===== config.mk =====
export PLATFORM = sky130hd
export DESIGN_NAME = dual_pixel_raster
export DESIGN_NICKNAME = d
export VERILOG_FILES = /design/src/rtl/dpr_pkg.sv /design/src/rtl/dpr_cfg_guard.sv /design/src/rtl/dpr_raster.sv /design/src/rtl/dpr_pix_out.sv /design/src/rtl/dual_pixel_raster.sv
export SDC_FILE = /design/constraint.sdc
export NUM_CORES = 1
export LEC_CHECK = 0
export BUFFER_PORTS_ARGS = -buffer_cell sky130_fd_sc_hd__buf_4
export CAP_MARGIN = 20
export CORE_MARGIN = 4
export CORE_UTILIZATION = 29
export DETAILED_ROUTE_END_ITERATION = 10
export PLACE_DENSITY = 0.5
export SYNTH_ARGS = -nofsm -noshare
export SYNTH_HDL_FRONTEND = slang
export SYNTH_SLANG_ARGS = --single-unit

===== constraint.sdc =====
create_clock -name clk -period 10.3 [get_ports clk]
set_input_delay 1.545 -clock clk [delete_from_list [all_inputs] [get_ports clk]]
set_output_delay 1.545 -clock clk [all_outputs]
set_load 0.01 [all_outputs]

===== src/rtl/dpr_pkg.sv =====
package dpr_pkg;
  localparam int RGB_W  = 24;
  localparam int PAIR_W = 2 * RGB_W;

  typedef logic [RGB_W-1:0] rgb_t;

  // extra lines that bring a frame sized for rate_hi down to rate_lo
  function automatic int stretch_lines(input int vtot, input int rate_hi, input int rate_lo);
    return vtot * (rate_hi - rate_lo) / rate_lo;
  endfunction
endpackage


===== src/rtl/dpr_cfg_guard.sv =====
module dpr_cfg_guard #(
  parameter int H_ACT   = 960,
  parameter int V_ACT   = 1080,
  parameter int HB_MIN  = 90,
  parameter int HB_MAX  = 190,
  parameter int HB_DEF  = 140,
  parameter int VB_MIN  = 35,
  parameter int VB_MAX  = 55,
  parameter int VB_DEF  = 45,
  parameter int V_EXT50 = 225,
  parameter int CFG_W   = 8,
  parameter int HTW     = 11,
  parameter int VTW     = 11,
  parameter int CLK_HZ  = 74_250_000,
  parameter int R60_LO  = 57,
  parameter int R60_HI  = 63,
  parameter int R50_LO  = 47,
  parameter int R50_HI  = 53
) (
  input  logic [CFG_W-1:0] hblank_cfg,
  input  logic [CFG_W-1:0] vblank_cfg,
  input  logic             mode_50hz,
  output logic [CFG_W-1:0] hb_eff,
  output logic [CFG_W-1:0] vb_eff,
  output logic             rate_bad
);
  localparam int FLW = HTW + VTW;
  localparam logic [FLW-1:0] LEN60_MIN = FLW'(CLK_HZ / R60_HI);
  localparam logic [FLW-1:0] LEN60_MAX = FLW'(CLK_HZ / R60_LO);
  localparam logic [FLW-1:0] LEN50_MIN = FLW'(CLK_HZ / R50_HI);
  localparam logic [FLW-1:0] LEN50_MAX = FLW'(CLK_HZ / R50_LO);

  logic [HTW-1:0] htot_n;
  logic [VTW-1:0] vtot_n;
  logic [FLW-1:0] flen_n;

  always_comb begin
    hb_eff = (hblank_cfg < CFG_W'(HB_MIN) || hblank_cfg > CFG_W'(HB_MAX)) ? CFG_W'(HB_DEF) : hblank_cfg;
    vb_eff = (vblank_cfg < CFG_W'(VB_MIN) || vblank_cfg > CFG_W'(VB_MAX)) ? CFG_W'(VB_DEF) : vblank_cfg;
    htot_n = HTW'(H_ACT) + HTW'(hb_eff);
    vtot_n = VTW'(V_ACT) + VTW'(vb_eff) + (mode_50hz ? VTW'(V_EXT50) : '0);
    flen_n = FLW'(htot_n) * FLW'(vtot_n);
    if (mode_50hz) rate_bad = (flen_n < LEN50_MIN) || (flen_n > LEN50_MAX);
    else           rate_bad = (flen_n < LEN60_MIN) || (flen_n > LEN60_MAX);
  end
endmodule


===== src/rtl/dpr_raster.sv =====
module dpr_raster #(
  parameter int H_ACT   = 960,
  parameter int V_ACT   = 1080,
  parameter int HB_MIN  = 90,
  parameter int HB_MAX  = 190,
  parameter int HB_DEF  = 140,
  parameter int VB_MIN  = 35,
  parameter int VB_MAX  = 55,
  parameter int VB_DEF  = 45,
  parameter int V_EXT50 = 225,
  parameter int CFG_W   = 8,
  parameter int HTW     = 11,
  parameter int VTW     = 11
) (
  input  logic             clk,
  input  logic             rst,
  input  logic [CFG_W-1:0] hb_eff,
  input  logic [CFG_W-1:0] vb_eff,
  input  logic             mode_50hz,
  input  logic             rate_bad,
  output logic             act,
  output logic             rate_err
);
  logic [HTW-1:0]   hcnt, htot;
  logic [VTW-1:0]   vcnt, vtot;
  logic [CFG_W-1:0] hb_l, vb_l;
  logic             m50_l, started;
  logic             line_end, frame_end;

  always_comb begin
    htot      = HTW'(H_ACT) + HTW'(hb_l);
    vtot      = VTW'(V_ACT) + VTW'(vb_l) + (m50_l ? VTW'(V_EXT50) : '0);
    line_end  = (hcnt == htot - HTW'(1));
    frame_end = line_end && (vcnt == vtot - VTW'(1));
    act       = started && (hcnt < HTW'(H_ACT)) && (vcnt < VTW'(V_ACT));
  end

  // reset parks the counters on the last clock of a default frame, so the
  // first edge after release opens a complete frame
  always_ff @(posedge clk) begin
    if (rst) begin
      hcnt     <= HTW'(H_ACT + HB_DEF - 1);
      vcnt     <= VTW'(V_ACT + VB_DEF - 1);
      hb_l     <= CFG_W'(HB_DEF);
      vb_l     <= CFG_W'(VB_DEF);
      m50_l    <= 1'b0;
      started  <= 1'b0;
      rate_err <= 1'b0;
    end else if (frame_end) begin
      hcnt     <= '0;
      vcnt     <= '0;
      hb_l     <= hb_eff;
      vb_l     <= vb_eff;
      m50_l    <= mode_50hz;
      started  <= 1'b1;
      rate_err <= rate_bad;
    end else if (line_end) begin
      hcnt <= '0;
      vcnt <= vcnt + VTW'(1);
    end else begin
      hcnt <= hcnt + HTW'(1);
    end
  end

  AST_HCNT_IN_LINE: assert property (@(posedge clk) disable iff (rst)
    (hcnt < htot) && (vcnt < vtot));
  AST_FIRST_FRAME_ORIGIN: assert property (@(posedge clk) disable iff (rst)
    $rose(started) |-> (hcnt == '0) && (vcnt == '0));
  AST_CFG_HELD_MIDFRAME: assert property (@(posedge clk) disable iff (rst)
    !frame_end |=> $stable(hb_l) && $stable(vb_l) && $stable(m50_l) && $stable(rate_err));
  AST_CFG_LEGAL: assert property (@(posedge clk) disable iff (rst)
    (hb_l >= CFG_W'(HB_MIN)) && (hb_l <= CFG_W'(HB_MAX)) &&
    (vb_l >= CFG_W'(VB_MIN)) && (vb_l <= CFG_W'(VB_MAX)));
endmodule


===== src/rtl/dpr_pix_out.sv =====
module dpr_pix_out
  import dpr_pkg::*;
(
  input  logic              clk,
  input  logic              rst,
  input  logic              act,
  input  logic              pix_valid,
  input  logic [PAIR_W-1:0] pix_data,
  output logic              pix_ready,
  output logic              de,
  output rgb_t              odd_rgb,
  output rgb_t              even_rgb,
  output logic              underflow_err
);
  assign pix_ready = act;

  always_ff @(posedge clk) begin
    if (rst) begin
      de            <= 1'b0;
      odd_rgb       <= '0;
      even_rgb      <= '0;
      underflow_err <= 1'b0;
    end else begin
      de <= act;
      if (act && pix_valid) begin
        odd_rgb  <= pix_data[PAIR_W-1 -: RGB_W];
        even_rgb <= pix_data[RGB_W-1:0];
      end else begin
        odd_rgb  <= '0;
        even_rgb <= '0;
      end
      if (act && !pix_valid) underflow_err <= 1'b1;
    end
  end

  AST_BLACK_ON_UNDERFLOW: assert property (@(posedge clk) disable iff (rst)
    act && !pix_valid |=> de && (odd_rgb == '0) && (even_rgb == '0) && underflow_err);
  AST_ERR_STICKY: assert property (@(posedge clk) disable iff (rst)
    underflow_err |=> underflow_err);
  AST_QUIET_BLANK: assert property (@(posedge clk) disable iff (rst)
    !de |-> (odd_rgb == '0) && (even_rgb == '0));
  AST_PAIR_PASSES: assert property (@(posedge clk) disable iff (rst)
    act && pix_valid |=> de && (odd_rgb == $past(pix_data[PAIR_W-1 -: RGB_W])) &&
                         (even_rgb == $past(pix_data[RGB_W-1:0])));
endmodule


===== src/rtl/dual_pixel_raster.sv =====
module dual_pixel_raster
  import dpr_pkg::*;
#(
  parameter int H_ACT  = 960,
  parameter int V_ACT  = 1080,
  parameter int HB_MIN = 90,
  parameter int HB_MAX = 190,
  parameter int HB_DEF = 140,
  parameter int VB_MIN = 35,
  parameter int VB_MAX = 55,
  parameter int VB_DEF = 45,
  parameter int CFG_W  = 8,
  parameter int CLK_HZ = 74_250_000,
  parameter int NOM60  = 60,
  parameter int NOM50  = 50,
  parameter int R60_LO = 57,
  parameter int R60_HI = 63,
  parameter int R50_LO = 47,
  parameter int R50_HI = 53
) (
  input  logic              clk,
  input  logic              rst,
  input  logic              mode_50hz,
  input  logic [CFG_W-1:0]  hblank_cfg,
  input  logic [CFG_W-1:0]  vblank_cfg,
  input  logic              pix_valid,
  input  logic [47:0]       pix_data,
  output logic              pix_ready,
  output logic              de,
  output logic [23:0]       odd_rgb,
  output logic [23:0]       even_rgb,
  output logic              underflow_err,
  output logic              rate_err
);
  localparam int V_EXT50  = stretch_lines(V_ACT + VB_DEF, NOM60, NOM50);
  localparam int HTOT_MAX = H_ACT + HB_MAX;
  localparam int VTOT_MAX = V_ACT + VB_MAX + V_EXT50;
  localparam int HTW      = $clog2(HTOT_MAX + 1);
  localparam int VTW      = $clog2(VTOT_MAX + 1);

  logic [CFG_W-1:0] hb_eff, vb_eff;
  logic             rate_bad, act;

  dpr_cfg_guard #(
    .H_ACT(H_ACT), .V_ACT(V_ACT),
    .HB_MIN(HB_MIN), .HB_MAX(HB_MAX), .HB_DEF(HB_DEF),
    .VB_MIN(VB_MIN), .VB_MAX(VB_MAX), .VB_DEF(VB_DEF),
    .V_EXT50(V_EXT50), .CFG_W(CFG_W), .HTW(HTW), .VTW(VTW),
    .CLK_HZ(CLK_HZ), .R60_LO(R60_LO), .R60_HI(R60_HI),
    .R50_LO(R50_LO), .R50_HI(R50_HI)
  ) u_guard (
    .hblank_cfg(hblank_cfg), .vblank_cfg(vblank_cfg), .mode_50hz(mode_50hz),
    .hb_eff(hb_eff), .vb_eff(vb_eff), .rate_bad(rate_bad)
  );

  dpr_raster #(
    .H_ACT(H_ACT), .V_ACT(V_ACT),
    .HB_MIN(HB_MIN), .HB_MAX(HB_MAX), .HB_DEF(HB_DEF),
    .VB_MIN(VB_MIN), .VB_MAX(VB_MAX), .VB_DEF(VB_DEF),
    .V_EXT50(V_EXT50), .CFG_W(CFG_W), .HTW(HTW), .VTW(VTW)
  ) u_raster (
    .clk(clk), .rst(rst), .hb_eff(hb_eff), .vb_eff(vb_eff),
    .mode_50hz(mode_50hz), .rate_bad(rate_bad), .act(act), .rate_err(rate_err)
  );

  dpr_pix_out u_pix (
    .clk(clk), .rst(rst), .act(act), .pix_valid(pix_valid), .pix_data(pix_data),
    .pix_ready(pix_ready), .de(de), .odd_rgb(odd_rgb), .even_rgb(even_rgb),
    .underflow_err(underflow_err)
  );
endmodule


Word-level counts from Yosys, hierarchy flattened
Index checks and enable logic that the tools add are counted.
W data, S select, Z words.

operators by class
  multipliers = 1
  magnitude comparators = 10
  muxes and demuxes = 9
  eq/ne operators = 2
  reductions and logical operators = 14
  add/subtract/negate cells = 10
  bitwise operators = 1

operators with widths
  operator                 count
  $gt A22 B21 Y1 const B   2
  $lt A22 B21 Y1 const B   2
  $mux W11                 4
  $mux W8                  4
  $add A10 B8 Y11 const A  2
  $add A11 B1 Y11 const B  2
  $add A11 B11 Y11         2
  $add A11 B8 Y11 const A  2
  $eq A11 B11 Y1           2
  $mul A11 B11 Y22         1
  $sub A11 B1 Y11 const B  2
  $lt A11 B10 Y1 const B   1
  $lt A11 B11 Y1 const B   1
  $gt A8 B6 Y1 const B     1
  $gt A8 B8 Y1 const B     1
  $lt A8 B6 Y1 const B     1
  $lt A8 B7 Y1 const B     1
  $logic_and A1 B1 Y1      5
  $logic_or A1 B1 Y1       4
  $reduce_or A2 Y1         2
  $reduce_or A3 Y1         1
  $reduce_bool A2 Y1       1
  $logic_not A1 Y1         1
  $mux W1                  1
  $not A1 Y1               1

word-level totals
  input port bits = 68
  logic and storage cells = 60
  register bits after elaboration = 91

Longest topological paths before layout
  word-level depth = 9
  mapped depth = 33

Hierarchy
From an unflattened synthesis, not the netlist that was laid out.

unflattened totals
  cell total of the unflattened synthesis = 1019
  area total of the unflattened synthesis = 8924.8 um^2

by module, submodules not included
  module         times used  cells each  seq. area each (um^2)  area an instance (um^2)
  dpr_cfg_guard  1           583         0.0                    4734.5
  dpr_raster     1           327         820.8                  2727.6
  dpr_pix_out    1           109         1001.0                 1462.7

Worst setup path before layout
No wires, ideal clock.

  path kind = input-to-reg
  start = input port vblank_cfg[6]
  end = register u_raster.rate_err
  stages on the path = 33
  data arrival time = 8662 ps
  setup time = 114 ps
  slack = 1523 ps
  cell sequence = nor3b_1 nand3_1 or2_2 ha_1 ha_1 nand2_1 nor3_1 o21a_1 nor2_1 o21bai_1 a21oi_1 xor2_1 nor2b_1 fa_1 inv_1 fa_1 inv_1 fa_1 fa_1 inv_1 fa_1 inv_1 ha_1 buf_2 a21o_1 nand2_1 o211ai_2 o21ba_1 o41ai_2 nor2_1 a2111o_1 a32oi_1 a21bo_1

on the way
  word-level cells in the longest chain between the ends = 9

RTL lines
  element                                              RTL line                                  RTL
  start: declaration                                   dual_pixel_raster.sv:25                   input logic [CFG_W-1:0] vblank_cfg,
  $lt A8 B6 Y1 / $gt A8 B6 Y1 (equally long branches)  dpr_cfg_guard.sv:39                       vb_eff = (vblank_cfg < CFG_W'(VB_MIN) || vblank_cfg > CFG_W'(VB_MAX)) ? CFG_W'(VB_DEF) : vblank_cfg;
  $logic_or A1 B1 Y1 (*)                               dpr_cfg_guard.sv:39
  $mux W8 (*)                                          dpr_cfg_guard.sv:39
  named net u_guard.vb_eff[0]                          dpr_cfg_guard.sv:24                       output logic [CFG_W-1:0] vb_eff,
  $add A11 B8 Y11 (*)                                  dpr_cfg_guard.sv:41                       vtot_n = VTW'(V_ACT) + VTW'(vb_eff) + (mode_50hz ? VTW'(V_EXT50) : '0);
  $add A11 B11 Y11 (*)                                 dpr_cfg_guard.sv:41
  $mul A11 B11 Y22 (*)                                 dpr_cfg_guard.sv:42                       flen_n = FLW'(htot_n) * FLW'(vtot_n);
  $lt A22 B21 Y1 (tied with other cells)               dpr_cfg_guard.sv:44                       else rate_bad = (flen_n < LEN60_MIN) || (flen_n > LEN60_MAX);
  $logic_or A1 B1 Y1, on equally long branches         dpr_cfg_guard.sv:44, dpr_cfg_guard.sv:43
  $mux W1 (*)                                          dpr_cfg_guard.sv:43                       if (mode_50hz) rate_bad = (flen_n < LEN50_MIN) || (flen_n > LEN50_MAX);
  end signal: assignment                               dpr_raster.sv:56                          rate_err <= rate_bad;
  end: declaration                                     dpr_raster.sv:22                          output logic rate_err

Mark *: on every way through the listed nets, which the timed path passes. The rest lies on a longest branch.
A chain may end at the register's enable or synchronous reset.

Worst setup path after layout
Ends and elaborated chain as after synthesis.

==> flow_results.xml <==
<?xml version="1.0" encoding="UTF-8"?>
<metrics>
  <group name="run_status">
    <metric name="status" unit="">complete, no violations</metric>
  </group>
  <group name="worst_setup_path">
    <metric name="cpLargestDelayFamily" unit="">adder cells</metric>
    <metric name="critical_path.max_fanout" unit="">10</metric>
    <metric name="reg2reg_depth" unit="">15</metric>
    <metric name="cp_required" unit="ns">10.55</metric>
    <metric name="timing.critical_path.buf_inv" unit="">4</metric>
    <metric name="critical_path_data_arrival_time" unit="ns">9.35</metric>
    <metric name="cell_with_the_largest_stage_delay_on_the_worst_path" unit="">sky130_fd_sc_hd__fa_1</metric>
    <metric name="rrSetupSlack" unit="ns">6.62</metric>
    <metric name="critical_path.endpoint_type" unit="">flip-flop</metric>
    <metric name="critPathLaunchType" unit="">primary input</metric>
    <metric name="cpPeakStageDelay" unit="ns">0.56</metric>
    <metric name="timing.setup.critical_path_class" unit="">primary input to flip-flop</metric>
    <metric name="critPathMostFrequentCell" unit="">sky130_fd_sc_hd__fa_1</metric>
    <metric name="r2r_start" unit="">u_raster.m50_l</metric>
    <metric name="worstReg2RegEnd" unit="">u_raster.vcnt[3]</metric>
  </group>
  <group name="pwr">
    <metric name="pwr-share-clk" unit="">0.108</metric>
    <metric name="total_switching_power" unit="mW">1.57</metric>
    <metric name="power_switching_share" unit="">0.508</metric>
    <metric name="ir_worst_vdd" unit="uV">211</metric>
    <metric name="power_density" unit="mW/mm^2">305</metric>
    <metric name="seq_power_share" unit="">0.133</metric>
    <metric name="p_int" unit="mW">1.52</metric>
    <metric name="leakagePower" unit="nW">5.06</metric>
    <metric name="power.combinational.fraction" unit="">0.758</metric>
  </group>
  <group name="detailed_routing">
    <metric name="drc" unit="">0</metric>
    <metric name="postRouteWirelength" unit="um">21200</metric>
    <metric name="ant_nets" unit="">0</metric>
    <metric name="detail_route.vias_per_cell" unit="">4.68</metric>
    <metric name="post_drt_wl_per_cell" unit="um">14.5</metric>
    <metric name="drt-initial-drc-count" unit="">355</metric>
    <metric name="vias" unit="">6870</metric>
    <metric name="drt_first_pass_iters" unit="">5</metric>
  </group>
  <group name="sta">
    <metric name="finClkSkew" unit="ns">0.0134</metric>
    <metric name="finalHoldViolations" unit="">0</metric>
    <metric name="finalCritPeriodShare" unit="">0.883</metric>
    <metric name="setup_viol" unit="">0</metric>
    <metric name="fin_crit" unit="ns">9.10</metric>
    <metric name="worstMarginPinSlew" unit="ns">0.874</metric>
    <metric name="timing.max_slew.rel_slack" unit="">0.413</metric>
    <metric name="final-max-slew-violation-count" unit="">0</metric>
    <metric name="rsz0062_at_grt" unit="">false</metric>
    <metric name="final.setup.tns" unit="ns">0</metric>
    <metric name="max_freq" unit="GHz">0.110</metric>
  </group>
  <group name="logic_synthesis">
    <metric name="synth_area_per_cell" unit="um^2">8.74</metric>
    <metric name="synth_top_cell_area_share" unit="">0.213</metric>
    <metric name="synthesis.area" unit="mm^2">0.00854</metric>
    <metric name="yosys.area.top_type" unit="">sky130_fd_sc_hd__dfxtp_1</metric>
    <metric name="syn_inst" unit="">977</metric>
    <metric name="yosysSeqAreaShare" unit="">0.213</metric>
    <metric name="synth_flop_cell" unit="">sky130_fd_sc_hd__dfxtp_1</metric>
    <metric name="ys_top_cells_by_area" unit="">sky130_fd_sc_hd__dfxtp_1 21%, sky130_fd_sc_hd__fa_1 19%, sky130_fd_sc_hd__ha_1 13%, sky130_fd_sc_hd__inv_1 6.2%, sky130_fd_sc_hd__and3_1 4.5%</metric>
    <metric name="unique_cell_type_count_in_the_yosys_netlist" unit="">68</metric>
    <metric name="ys_warn_count" unit="">0</metric>
    <metric name="postSynthRegisterBits" unit="">91</metric>
    <metric name="synth-async-reset-ratio" unit="">0</metric>
    <metric name="synth_enable_flop_cells" unit="">0</metric>
  </group>
  <group name="cts">
    <metric name="clockRootBuffer" unit="">sky130_fd_sc_hd__clkbuf_16</metric>
    <metric name="cts_repair_resize_count" unit="">0</metric>
    <metric name="clk_latency" unit="ns">0.35</metric>
    <metric name="cts.htree.levels" unit="">3</metric>
    <metric name="post-cts-setup-buffers" unit="">0</metric>
    <metric name="tritoncts" unit="">built</metric>
    <metric name="clock_tree.buffer_depth" unit="">2</metric>
    <metric name="cts_buffers" unit="">9</metric>
    <metric name="tritoncts_num_sinks" unit="">91</metric>
    <metric name="worst_setup_hold_path_clk_slew" unit="ns">0.08</metric>
    <metric name="cts.hold.buffers_added" unit="">0</metric>
  </group>
  <group name="floorplan">
    <metric name="die_y" unit="um">180</metric>
    <metric name="fp.dieArea" unit="mm^2">0.0323</metric>
    <metric name="floorplan.rows" unit="">62</metric>
    <metric name="floorplan.die.width" unit="um">180</metric>
    <metric name="io_pins" unit="">120</metric>
    <metric name="initial_utilization" unit="">0.296</metric>
    <metric name="core_area" unit="mm^2">0.0289</metric>
  </group>
  <group name="global_route">
    <metric name="gr-total-overflow" unit="">0</metric>
    <metric name="grt_max_degree" unit="">50</metric>
    <metric name="number_of_global_route_vias_before_repair" unit="">6673</metric>
    <metric name="first_pass_grt_wire_length" unit="um">35400</metric>
    <metric name="global_route.usage.total" unit="">0.131</metric>
    <metric name="initial_antenna_violation_count" unit="">0</metric>
  </group>
  <group name="hold_path">
    <metric name="whs_endpoint" unit="">u_raster.vb_l[6]</metric>
    <metric name="min-delay-start" unit="">u_raster.vb_l[6]</metric>
    <metric name="min_delay_path_depth" unit="">2</metric>
    <metric name="hold_path.class" unit="">flip-flop to flip-flop</metric>
  </group>
  <group name="finish">
    <metric name="layout-area-overhead-vs-synth" unit="%">18.7</metric>
    <metric name="fin_nets" unit="">1313</metric>
    <metric name="final_cell_count_no_fill" unit="">1468</metric>
    <metric name="layout-drive-gt1-share" unit="">0.148</metric>
    <metric name="insertedDiodeCount" unit="">0</metric>
  </group>
  <group name="flow_run">
    <metric name="drv.max_cap_violation_count" unit="">0</metric>
  </group>
  <group name="placed_design">
    <metric name="placedCellCount" unit="">1452</metric>
    <metric name="gp_routability_congestion" unit="">0.813</metric>
    <metric name="io_buf_count" unit="">119</metric>
    <metric name="post-dp-hpwl" unit="um">17300</metric>
  </group>
</metrics>
[cell families after synthesis]
family / count (synthesis) / share of synthesized area
buffers and inverters: 181 / 0.0801
and+or+nand+nor: 328 / 0.204
xor gates and xnor gates: 58 / 0.0595
DFF: 91 / 0.213
other: 2 / 0.000879
adders and majority gates: 166 / 0.313
AOI/OAI and AO/OA: 131 / 0.106
muxes: 20 / 0.0240
[worst min-delay path: cells and delay by family (launching register included)]
kind / cells / cell delay (ns)
flip-flops: 1 / 0.31
buffers and inverters: 1 / 0.05
AND/OR/NAND/NOR: 1 / 0.03
[placed cells by master, fill, tap and decap left out, types with 4 or more instances in the layout]
master / n
sky130_fd_sc_hd__or3_1: 4
sky130_fd_sc_hd__nand2_1: 70
sky130_fd_sc_hd__nand2b_1: 23
sky130_fd_sc_hd__o2111ai_1: 4
sky130_fd_sc_hd__xor2_1: 22
sky130_fd_sc_hd__a21o_1: 7
sky130_fd_sc_hd__mux2_2: 4
sky130_fd_sc_hd__o21bai_1: 9
sky130_fd_sc_hd__dfxtp_1: 91
sky130_fd_sc_hd__fa_1: 79
sky130_fd_sc_hd__and2_1: 19
sky130_fd_sc_hd__o211ai_1: 6
sky130_fd_sc_hd__buf_4: 126
sky130_fd_sc_hd__nor2b_1: 18
sky130_fd_sc_hd__and3_1: 62
sky130_fd_sc_hd__a31oi_1: 7
sky130_fd_sc_hd__a21oi_1: 35
sky130_fd_sc_hd__xnor2_1: 36
sky130_fd_sc_hd__mux2i_1: 16
sky130_fd_sc_hd__o21ai_1: 6
sky130_fd_sc_hd__inv_1: 142
sky130_fd_sc_hd__nand4_1: 11
sky130_fd_sc_hd__o21ai_0: 17
sky130_fd_sc_hd__o21a_1: 7
sky130_fd_sc_hd__clkbuf_16: 9
sky130_fd_sc_hd__ha_1: 87
sky130_fd_sc_hd__nor2_1: 65
sky130_fd_sc_hd__conb_1: 5
sky130_fd_sc_hd__a211oi_1: 5
sky130_fd_sc_hd__nor3_1: 14
sky130_fd_sc_hd__nand3_1: 17
[cells in the mapped netlist (2+ instances only)]
cell and instances:
sky130_fd_sc_hd__inv_1 142, sky130_fd_sc_hd__dfxtp_1 91, sky130_fd_sc_hd__ha_1 87, sky130_fd_sc_hd__fa_1 79
sky130_fd_sc_hd__nand2_1 70, sky130_fd_sc_hd__nor2_1 66, sky130_fd_sc_hd__and3_1 62, sky130_fd_sc_hd__xnor2_1 36
sky130_fd_sc_hd__a21oi_1 35, sky130_fd_sc_hd__clkbuf_1 34, sky130_fd_sc_hd__nand2b_1 23, sky130_fd_sc_hd__xor2_1 22
sky130_fd_sc_hd__and2_1 19, sky130_fd_sc_hd__nor2b_1 18, sky130_fd_sc_hd__nand3_1 17, sky130_fd_sc_hd__o21ai_0 17
sky130_fd_sc_hd__mux2i_1 16, sky130_fd_sc_hd__nor3_1 14, sky130_fd_sc_hd__nand4_1 11, sky130_fd_sc_hd__o21bai_1 9
sky130_fd_sc_hd__a21o_1 7, sky130_fd_sc_hd__a31oi_1 7, sky130_fd_sc_hd__o21a_1 7, sky130_fd_sc_hd__o211ai_1 6
sky130_fd_sc_hd__o21ai_1 6, sky130_fd_sc_hd__a211oi_1 5, sky130_fd_sc_hd__buf_2 4, sky130_fd_sc_hd__mux2_2 4
sky130_fd_sc_hd__o2111ai_1 4, sky130_fd_sc_hd__or3_1 4, sky130_fd_sc_hd__and4_1 3, sky130_fd_sc_hd__o311a_1 3
sky130_fd_sc_hd__o31a_1 3, sky130_fd_sc_hd__or2_1 3, sky130_fd_sc_hd__or2_2 3, sky130_fd_sc_hd__a2111o_1 2
sky130_fd_sc_hd__conb_1 2, sky130_fd_sc_hd__nand3b_1 2, sky130_fd_sc_hd__nor3b_1 2, sky130_fd_sc_hd__nor4_1 2
sky130_fd_sc_hd__nor4_4 2, sky130_fd_sc_hd__o2111a_1 2
[final cells by class]
cell class	instances	area (um^2)
timing repair buffer	126	946
inverter	143	537
clock buffer	9	225
sequential	91	1820
clock inverter	7	78.8
fill	3024	18700
tap	384	480
multi-input combinational	708	6050
[worst max path at each step]
stage                              from                end  slack, ns  cells after the start
after global routing      vblank_cfg[6]  u_raster.rate_err       0.68                     29
after global placement    vblank_cfg[6]  u_raster.rate_err       0.99                     30
after floorplan           vblank_cfg[6]  u_raster.rate_err       1.52                     33
after detailed placement  vblank_cfg[6]  u_raster.rate_err       0.80                     29
final                     vblank_cfg[6]  u_raster.rate_err       1.20                     29
after CTS                 vblank_cfg[6]  u_raster.rate_err       1.19                     29
[sequential cells by signal, indices dropped and copies added, names as in the netlist]
register	count
u_raster.hcnt	11
u_pix.underflow_err	1
u_raster.started	1
u_raster.m50_l	1
u_raster.vcnt	11
u_pix.de	1
u_pix.even_rgb	24
u_raster.rate_err	1
u_raster.hb_l	8
u_raster.vb_l	8
u_pix.odd_rgb	24
[per-stage QoR]
step                setup WS [ns]   util  cell area [um^2]  hold slack, ns  total power, mW
CTS                          1.19  0.351             10100           0.442             3.12
floorplan                    1.52      -              8550           0.407             2.26
global route                0.678  0.351             10100           0.462             3.43
finish                       1.20  0.351             10100           0.436             3.09
detailed placement          0.799  0.341              9840           0.430             2.75
global placement            0.991  0.341              9840           0.424             2.76
[power by group through the flow]
stage	sequential [mW]	clock (mW)	combinational, mW
after floorplan	0.407	0	1.85
after global placement	0.422	0	2.33
after detailed placement	0.421	0	2.33
after CTS	0.413	0.351	2.35
after global routing	0.418	0.367	2.65
final	0.412	0.335	2.34
[metal layers]
layer | track usage | up-vias | wire, um
met5 | 0 | - | 0
li1 | - | 3421 | -
met2 | 0.207 | 141 | 9700
met4 | 0.0299 | 0 | 304
met3 | 0.0263 | 15 | 869
met1 | 0.187 | 3293 | 10300
Power figures use the tool's default switching activity.
